File: config.mk
export PLATFORM = sky130hd
export DESIGN_NAME = priv_ctrl_regs
export DESIGN_NICKNAME = d
export VERILOG_FILES = /design/src/rtl/privreg_pkg.sv /design/src/rtl/privreg_status.sv /design/src/rtl/privreg_save.sv /design/src/rtl/privreg_base.sv /design/src/rtl/priv_ctrl_regs.sv
export SDC_FILE = /design/constraint.sdc
export NUM_CORES = 1
export LEC_CHECK = 0
export ABC_CLOCK_PERIOD_IN_PS = 4500
export BUFFER_PORTS_ARGS = -buffer_cell sky130_fd_sc_hd__buf_2
export CAP_MARGIN = 20
export CORE_AREA = 2 2 135 137
export CTS_BUF_LIST = sky130_fd_sc_hd__clkbuf_4 sky130_fd_sc_hd__clkbuf_8
export DETAILED_ROUTE_END_ITERATION = 8
export DIE_AREA = 0 0 137 139
export PLACE_DENSITY = 0.84
export SLEW_MARGIN = 20
export SYNTH_ARGS = -nofsm -noshare
export SYNTH_HDL_FRONTEND = slang
export SYNTH_SLANG_ARGS = --single-unit
File: constraint.sdc
create_clock -name clk -period 4.5 [get_ports clk]
set_input_delay 0 -clock clk [delete_from_list [all_inputs] [get_ports clk]]
set_output_delay 0 -clock clk [all_outputs]
set_load 0.01 [all_outputs]
File: src/rtl/privreg_pkg.sv
package privreg_pkg;

  localparam int SRW      = 32;
  localparam int B_MODE   = 30;
  localparam int B_BANK   = 29;
  localparam int B_BLOCK  = 28;
  localparam int B_CLOCK  = 15;
  localparam int B_M      = 9;
  localparam int B_Q      = 8;
  localparam int B_IM_LO  = 4;
  localparam int IM_W     = 4;
  localparam int B_S      = 1;
  localparam int B_T      = 0;

  typedef enum logic [2:0] {
    SEL_SR  = 3'd0,
    SEL_SSR = 3'd1,
    SEL_SPC = 3'd2,
    SEL_GBR = 3'd3,
    SEL_VBR = 3'd4
  } creg_sel_e;

  localparam logic [SRW-1:0] ENTRY_BITS =
    (SRW'(1) << B_MODE) | (SRW'(1) << B_BANK) | (SRW'(1) << B_BLOCK);
  localparam logic [SRW-1:0] USER_BITS =
    (SRW'(1) << B_M) | (SRW'(1) << B_Q) | (SRW'(1) << B_S) | (SRW'(1) << B_T);
  localparam logic [SRW-1:0] IMASK_BITS = SRW'((1 << IM_W) - 1) << B_IM_LO;
  localparam logic [SRW-1:0] IMPL_BITS  =
    ENTRY_BITS | USER_BITS | IMASK_BITS | (SRW'(1) << B_CLOCK);
  localparam logic [SRW-1:0] SR_RESET   = ENTRY_BITS | IMASK_BITS;

  // Drop every reserved bit of a status value.
  function automatic logic [SRW-1:0] sr_clean(input logic [SRW-1:0] v);
    return v & IMPL_BITS;
  endfunction

  // Merge write data into the status word under the privilege mask.
  function automatic logic [SRW-1:0] sr_merge(input logic [SRW-1:0] old_v,
                                              input logic [SRW-1:0] data,
                                              input logic       priv);
    logic [SRW-1:0] m;
    m = priv ? IMPL_BITS : USER_BITS;
    return (old_v & ~m) | (data & m);
  endfunction

  // Status value after exception entry: mode, bank and block forced high.
  function automatic logic [SRW-1:0] sr_on_entry(input logic [SRW-1:0] v);
    return v | ENTRY_BITS;
  endfunction

endpackage

File: src/rtl/privreg_status.sv
module privreg_status
  import privreg_pkg::*;
(
  input  logic           clk,
  input  logic           rst_n,
  input  logic           ev_exc,
  input  logic           ev_rte,
  input  logic           ev_wr_sr,
  input  logic [SRW-1:0] wr_data,
  input  logic [SRW-1:0] ssr_i,
  output logic [SRW-1:0] sr_q
);

  always_ff @(posedge clk) begin
    if (!rst_n)        sr_q <= SR_RESET;
    else if (ev_exc)   sr_q <= sr_on_entry(sr_q);
    else if (ev_rte)   sr_q <= sr_clean(ssr_i);
    else if (ev_wr_sr) sr_q <= sr_merge(sr_q, wr_data, sr_q[B_MODE]);
  end

endmodule

File: src/rtl/privreg_save.sv
module privreg_save
  import privreg_pkg::*;
#(
  parameter int XW = 32
) (
  input  logic           clk,
  input  logic           rst_n,
  input  logic           ev_exc,
  input  logic [SRW-1:0] sr_i,
  input  logic [XW-1:0]  pc_i,
  input  logic           ev_wr_ssr,
  input  logic           ev_wr_spc,
  input  logic [XW-1:0]  wr_data,
  output logic [SRW-1:0] ssr_q,
  output logic [XW-1:0]  spc_q
);

  always_ff @(posedge clk) begin
    if (!rst_n) begin
      ssr_q <= '0;
      spc_q <= '0;
    end else if (ev_exc) begin
      ssr_q <= sr_i;
      spc_q <= pc_i;
    end else begin
      if (ev_wr_ssr) ssr_q <= wr_data[SRW-1:0];
      if (ev_wr_spc) spc_q <= wr_data;
    end
  end

endmodule

File: src/rtl/privreg_base.sv
module privreg_base #(
  parameter int XW = 32
) (
  input  logic          clk,
  input  logic          rst_n,
  input  logic          ev_wr_gbr,
  input  logic          ev_wr_vbr,
  input  logic [XW-1:0] wr_data,
  output logic [XW-1:0] gbr_q,
  output logic [XW-1:0] vbr_q
);

  always_ff @(posedge clk) begin
    if (!rst_n) begin
      gbr_q <= '0;
      vbr_q <= '0;
    end else begin
      if (ev_wr_gbr) gbr_q <= wr_data;
      if (ev_wr_vbr) vbr_q <= wr_data;
    end
  end

endmodule

File: src/rtl/priv_ctrl_regs.sv
module priv_ctrl_regs
  import privreg_pkg::*;
#(
  parameter int XW = 32
) (
  input  logic          clk,
  input  logic          rst_n,
  input  logic [XW-1:0] pc_i,
  input  logic          exc_i,
  input  logic          rte_i,
  input  logic          wr_en_i,
  input  logic [2:0]    wr_sel_i,
  input  logic [XW-1:0] wr_data_i,
  input  logic [2:0]    rd_sel_i,
  output logic [XW-1:0] rd_data_o,
  output logic [31:0]   sr_o,
  output logic [31:0]   ssr_o,
  output logic [XW-1:0] spc_o,
  output logic [XW-1:0] gbr_o,
  output logic [XW-1:0] vbr_o,
  output logic [XW-1:0] vec_base_o,
  output logic          priv_o,
  output logic          bank_o,
  output logic          block_o,
  output logic          cache_lock_o,
  output logic          m_o,
  output logic          q_o,
  output logic [3:0]    imask_o,
  output logic          s_o,
  output logic          t_o,
  output logic          accept_en_o,
  output logic [XW-1:0] next_pc_o,
  output logic          next_pc_vld_o,
  output logic          illegal_o
);

  logic [SRW-1:0] sr_q, ssr_q;
  logic [XW-1:0]  spc_q, gbr_q, vbr_q;

  // Named internal events, exported to the bound checker.
  logic ev_exc, ev_rte, ev_wr, in_priv, sel_priv_only;
  logic ev_wr_sr, ev_wr_ssr, ev_wr_spc, ev_wr_gbr, ev_wr_vbr, ev_deny;
  logic illegal_q;

  assign in_priv       = sr_q[B_MODE];
  assign ev_exc        = exc_i;
  assign ev_rte        = rte_i & ~exc_i;
  assign ev_wr         = wr_en_i & ~exc_i & ~rte_i;
  assign sel_priv_only = (wr_sel_i == SEL_SSR) | (wr_sel_i == SEL_SPC) |
                         (wr_sel_i == SEL_VBR);
  assign ev_wr_sr      = ev_wr & (wr_sel_i == SEL_SR);
  assign ev_wr_gbr     = ev_wr & (wr_sel_i == SEL_GBR);
  assign ev_wr_ssr     = ev_wr & in_priv & (wr_sel_i == SEL_SSR);
  assign ev_wr_spc     = ev_wr & in_priv & (wr_sel_i == SEL_SPC);
  assign ev_wr_vbr     = ev_wr & in_priv & (wr_sel_i == SEL_VBR);
  assign ev_deny       = ev_wr & ~in_priv & sel_priv_only;

  privreg_status u_status (
    .clk      (clk),
    .rst_n    (rst_n),
    .ev_exc   (ev_exc),
    .ev_rte   (ev_rte),
    .ev_wr_sr (ev_wr_sr),
    .wr_data  (wr_data_i[SRW-1:0]),
    .ssr_i    (ssr_q),
    .sr_q     (sr_q)
  );

  privreg_save #(.XW(XW)) u_save (
    .clk       (clk),
    .rst_n     (rst_n),
    .ev_exc    (ev_exc),
    .sr_i      (sr_q),
    .pc_i      (pc_i),
    .ev_wr_ssr (ev_wr_ssr),
    .ev_wr_spc (ev_wr_spc),
    .wr_data   (wr_data_i),
    .ssr_q     (ssr_q),
    .spc_q     (spc_q)
  );

  privreg_base #(.XW(XW)) u_base (
    .clk       (clk),
    .rst_n     (rst_n),
    .ev_wr_gbr (ev_wr_gbr),
    .ev_wr_vbr (ev_wr_vbr),
    .wr_data   (wr_data_i),
    .gbr_q     (gbr_q),
    .vbr_q     (vbr_q)
  );

  always_ff @(posedge clk) begin
    if (!rst_n) illegal_q <= 1'b0;
    else        illegal_q <= ev_deny;
  end

  always_comb begin
    case (rd_sel_i)
      SEL_SR:  rd_data_o = XW'(sr_q);
      SEL_SSR: rd_data_o = XW'(ssr_q);
      SEL_SPC: rd_data_o = spc_q;
      SEL_GBR: rd_data_o = gbr_q;
      SEL_VBR: rd_data_o = vbr_q;
      default: rd_data_o = '0;
    endcase
  end

  assign sr_o          = sr_q;
  assign ssr_o         = ssr_q;
  assign spc_o         = spc_q;
  assign gbr_o         = gbr_q;
  assign vbr_o         = vbr_q;
  assign vec_base_o    = vbr_q;
  assign priv_o        = sr_q[B_MODE];
  assign bank_o        = sr_q[B_BANK];
  assign block_o       = sr_q[B_BLOCK];
  assign cache_lock_o  = sr_q[B_CLOCK];
  assign m_o           = sr_q[B_M];
  assign q_o           = sr_q[B_Q];
  assign imask_o       = sr_q[B_IM_LO +: IM_W];
  assign s_o           = sr_q[B_S];
  assign t_o           = sr_q[B_T];
  assign accept_en_o   = ~sr_q[B_BLOCK];
  assign next_pc_o     = spc_q;
  assign next_pc_vld_o = ev_rte;
  assign illegal_o     = illegal_q;

endmodule

==> metrics.log <==
INFO  metric outcome = finished clean
INFO  metric drt.antenna.violating_nets = 0
INFO  metric cts-root-buf = clkbuf_8
INFO  metric cts.repair_timing.setup_buffer_count = 0
INFO  metric irDropWorstVdd = 0.175 mV
INFO  metric final-seq-area = 2820 µm²
INFO  metric syn_area_cell = 8.92 µm²
INFO  metric hold_path_startpoint = wr_en_i
INFO  metric start_util = 40.5%
INFO  metric slew-limit-headroom = 23.7%
INFO  metric crit_path_frequent_cell = dlygate4sd3_1
INFO  metric multi_input_comb_area = 3320 µm²
INFO  metric seq_area_frac_synth = 39.5%
INFO  metric kind_of_critical_path = primary input to register
INFO  metric max-clock-path-buffers = 2
INFO  metric timing.final.crit_period = 3090 ps
INFO  metric grt_setup_unrepaired = no
INFO  metric netlist_area = 7150 µm²
INFO  metric p_leak = 0.00438 µW
INFO  metric grt_pass1_vias = 7460
INFO  metric grt_max_degree = 54
INFO  metric crit_path_cell_trace = dlygate4sd3_1 > buf_2 > and4bb_2 > a31oi_4 > a221o_1 > dlygate4sd3_1
INFO  metric antenna_violations_before_repair = 1
INFO  metric synth-edff-count = 0
INFO  metric die_area = 19000 µm²
INFO  metric worst_setup_path_end_kind = register
INFO  metric cell_with_the_most_instances_after_synthesis = dfxtp_1
INFO  metric timing.critical_path.fanout_max = 34
INFO  metric cts_resized = 0
INFO  metric dr.first_iter.drc_count = 588
INFO  metric num_vias = 7918
INFO  metric post-route-util = 52.6%
INFO  metric synth.top_cells.by_count = dfxtp_1 (141), buf_4 (96), a21oi_1 (68)
INFO  metric synth_top_cell_area_share = 39.5%
INFO  metric drt-vias-per-instance = 6.09
INFO  metric yosys_register_bits = 141
INFO  metric place_hpwl = 18900 µm
INFO  metric critPathTopFamily = buffers and inverters
INFO  metric crit_path_start = rte_i
INFO  metric yosys.area.top_type = dfxtp_1
INFO  metric power_density = 318 nW/µm²
INFO  metric routed_wl = 29300 µm
INFO  metric timing.clock.skew = 12.9 ps
INFO  metric finalSetupViolations = 0
INFO  metric crit_required = 4840 ps
INFO  metric start_kind = primary input
INFO  metric floorplan.die.height = 139 µm
INFO  metric tritoncts = yes
INFO  metric async_flop_share = 0%
INFO  metric cts.sink_count = 141
INFO  metric io_pins = 346
INFO  metric worst_setup_hold_path_clk_slew = 80 ps
INFO  metric fmax = 0.324 GHz
INFO  metric post-route-drc-count = 0
INFO  metric number_of_diodes = 0
INFO  metric final-hold-violation-count = 0
INFO  metric latest_clock_arrival_within_the_worst_skew_pair = 460 ps
INFO  metric timing.hold.ws = 46.8 ps
INFO  metric worst-slew-pin-transition = 1140 ps
INFO  metric cp_slowest_stage_delay = 960 ps
INFO  metric globalplace.congestion = 0.873
INFO  metric globalRoute.totalOverflow = 0
INFO  metric cap_viol_max_count = 0
INFO  metric netlist_top_cells_area = dfxtp_1 (39%), buf_4 (10%), a221o_1 (8.8%), a22o_1 (4.9%), a21oi_1 (4.8%)
INFO  metric worst-path-buf-inv = 3
INFO  metric dp_cells = 1201
INFO  metric fp.coreArea = 17700 µm²
INFO  metric yosys_warnings = 0
INFO  metric instances_no_fill = 1300
INFO  metric h-tree-depth = 4
INFO  metric critPathArrivalTime = 3420 ps
INFO  metric final_min_period_over_clock_period = 68.6%
INFO  metric r2r-start = u_status.sr_q[30]
INFO  metric top_reg_cell_synth = dfxtp_1
INFO  metric gr-usage-all-layers = 29.7%
INFO  metric setup_tns = 0 ps
INFO  metric syn-instance-count = 801
INFO  metric design_power_total = 2950 µW
INFO  metric share_of_post_route_cells_with_drive_strength_above_1 = 36.5%
INFO  metric cts_buffers = 17
INFO  metric avgRoutedWirePerCell = 22.5 µm
INFO  metric grt_first_pass_wirelength = 43300 µm
INFO  metric timing.final.max_slew_violations = 0
INFO  metric drt_pass1_iterations = 5
INFO  metric net_count_of_the_finished_layout = 1134
INFO  metric fillCellCount = 1602
INFO  metric timing.critical_path.slowest_stage_cell = and4bb_2
INFO  metric rows = 49
INFO  metric netlist-cell-type-count = 52
INFO  metric worst_hold_path_type = primary input to register
INFO  metric placement.io_buffers = 325
INFO  metric area.growth.synth_to_final = 29.9%
INFO  metric chipWidth = 137 µm
-- power by group --
group | switching (µW) | internal [µW]
clock | 526 | 659
sequential | 48.2 | 1280
combinational | 258 | 176
-- worst min-delay path, delay by kind of cell --
family	cells	cell delay, ps
and+or+nand+nor	2	300
buffers and inverters	1	140
-- layer usage --
| metal | track usage [%] | wire length [µm] |
|---|---|---|
| met3 | 7.49 | 2990 |
| met1 | 35.8 | 11100 |
| met4 | 14.1 | 1120 |
| met2 | 49.2 | 14100 |
| met5 | 0 | 13 |
-- path summary, 6_finish.rpt --
check	end	slack, ps	cells past startpoint
setup reg to reg	u_save.spc_q[15]	2180	3
setup / recovery	u_save.spc_q[15]	1410	6
hold reg to reg	u_base.gbr_q[9]	490	2
hold / removal	illegal_o	50	3
-- layout by cell type, fill, tap and decap left out, drive strengths merged, types with 2 or more instances in the layout --
master and instances:
nor3 11, mux2 12, a221o 63, a311oi 5, buf 334, a211oi 5, a31oi 3, o22ai 12
or3b 2, a2111oi 4, and3b 2, a22oi 22, dlygate4sd3 67, o21ai 72, and3 43, and4bb 2
inv 6, nand3 66, nor2b 5, nor2 12, clkbuf 17, dfxtp 141, a21oi 68, bufinv 5
clkinv 6, nand2b 3, conb 20, clkinvlp 2, a22o 40, nor3b 4
-- cell type report --
cell class	instances	share of cell area [%]
Timing Repair Buffer	401	25.7
Multi-Input combinational cell	493	35.8
Clock buffer	17	2.52
Clock inverter	14	2.36
Inverter	5	0.202
Tap cell	229	3.09
Sequential cell	141	30.4
-- state kept, by name, indices dropped and copies added (netlist names) --
signal         cells
illegal_o          1
u_base.gbr_q      32
u_save.ssr_q      32
u_base.vbr_q      32
u_save.spc_q      32
u_status.sr_q     12
-- per-stage QoR --
| stage | cell area (µm²) | worst slack [ps] |
|---|---|---|
| after floorplan | 7220 | 2920 |
| after detailed placement | 8140 | 1770 |
| final | 9290 | 1410 |
| after global placement | 8140 | 1860 |
| after CTS | 9260 | 1520 |
| after global routing | 9290 | 1330 |
-- what timing repair did --
action                                  4_1_cts  5_1_grt
endpoints found under the hold margin       139        0
hold buffers                                 67        0
endpoints found under the setup margin        0        0
-- kinds of logic after synthesis --
family / synth area share (%)
other: 0.0525
and+or+nand+nor: 13.5
buffers and inverters: 15.8
xor gates and xnor gates: 0.123
AOI/OAI and AO/OA: 29.2
muxes: 1.89
DFF: 39.5
No activity file was read; power rests on OpenSTA's default activity.
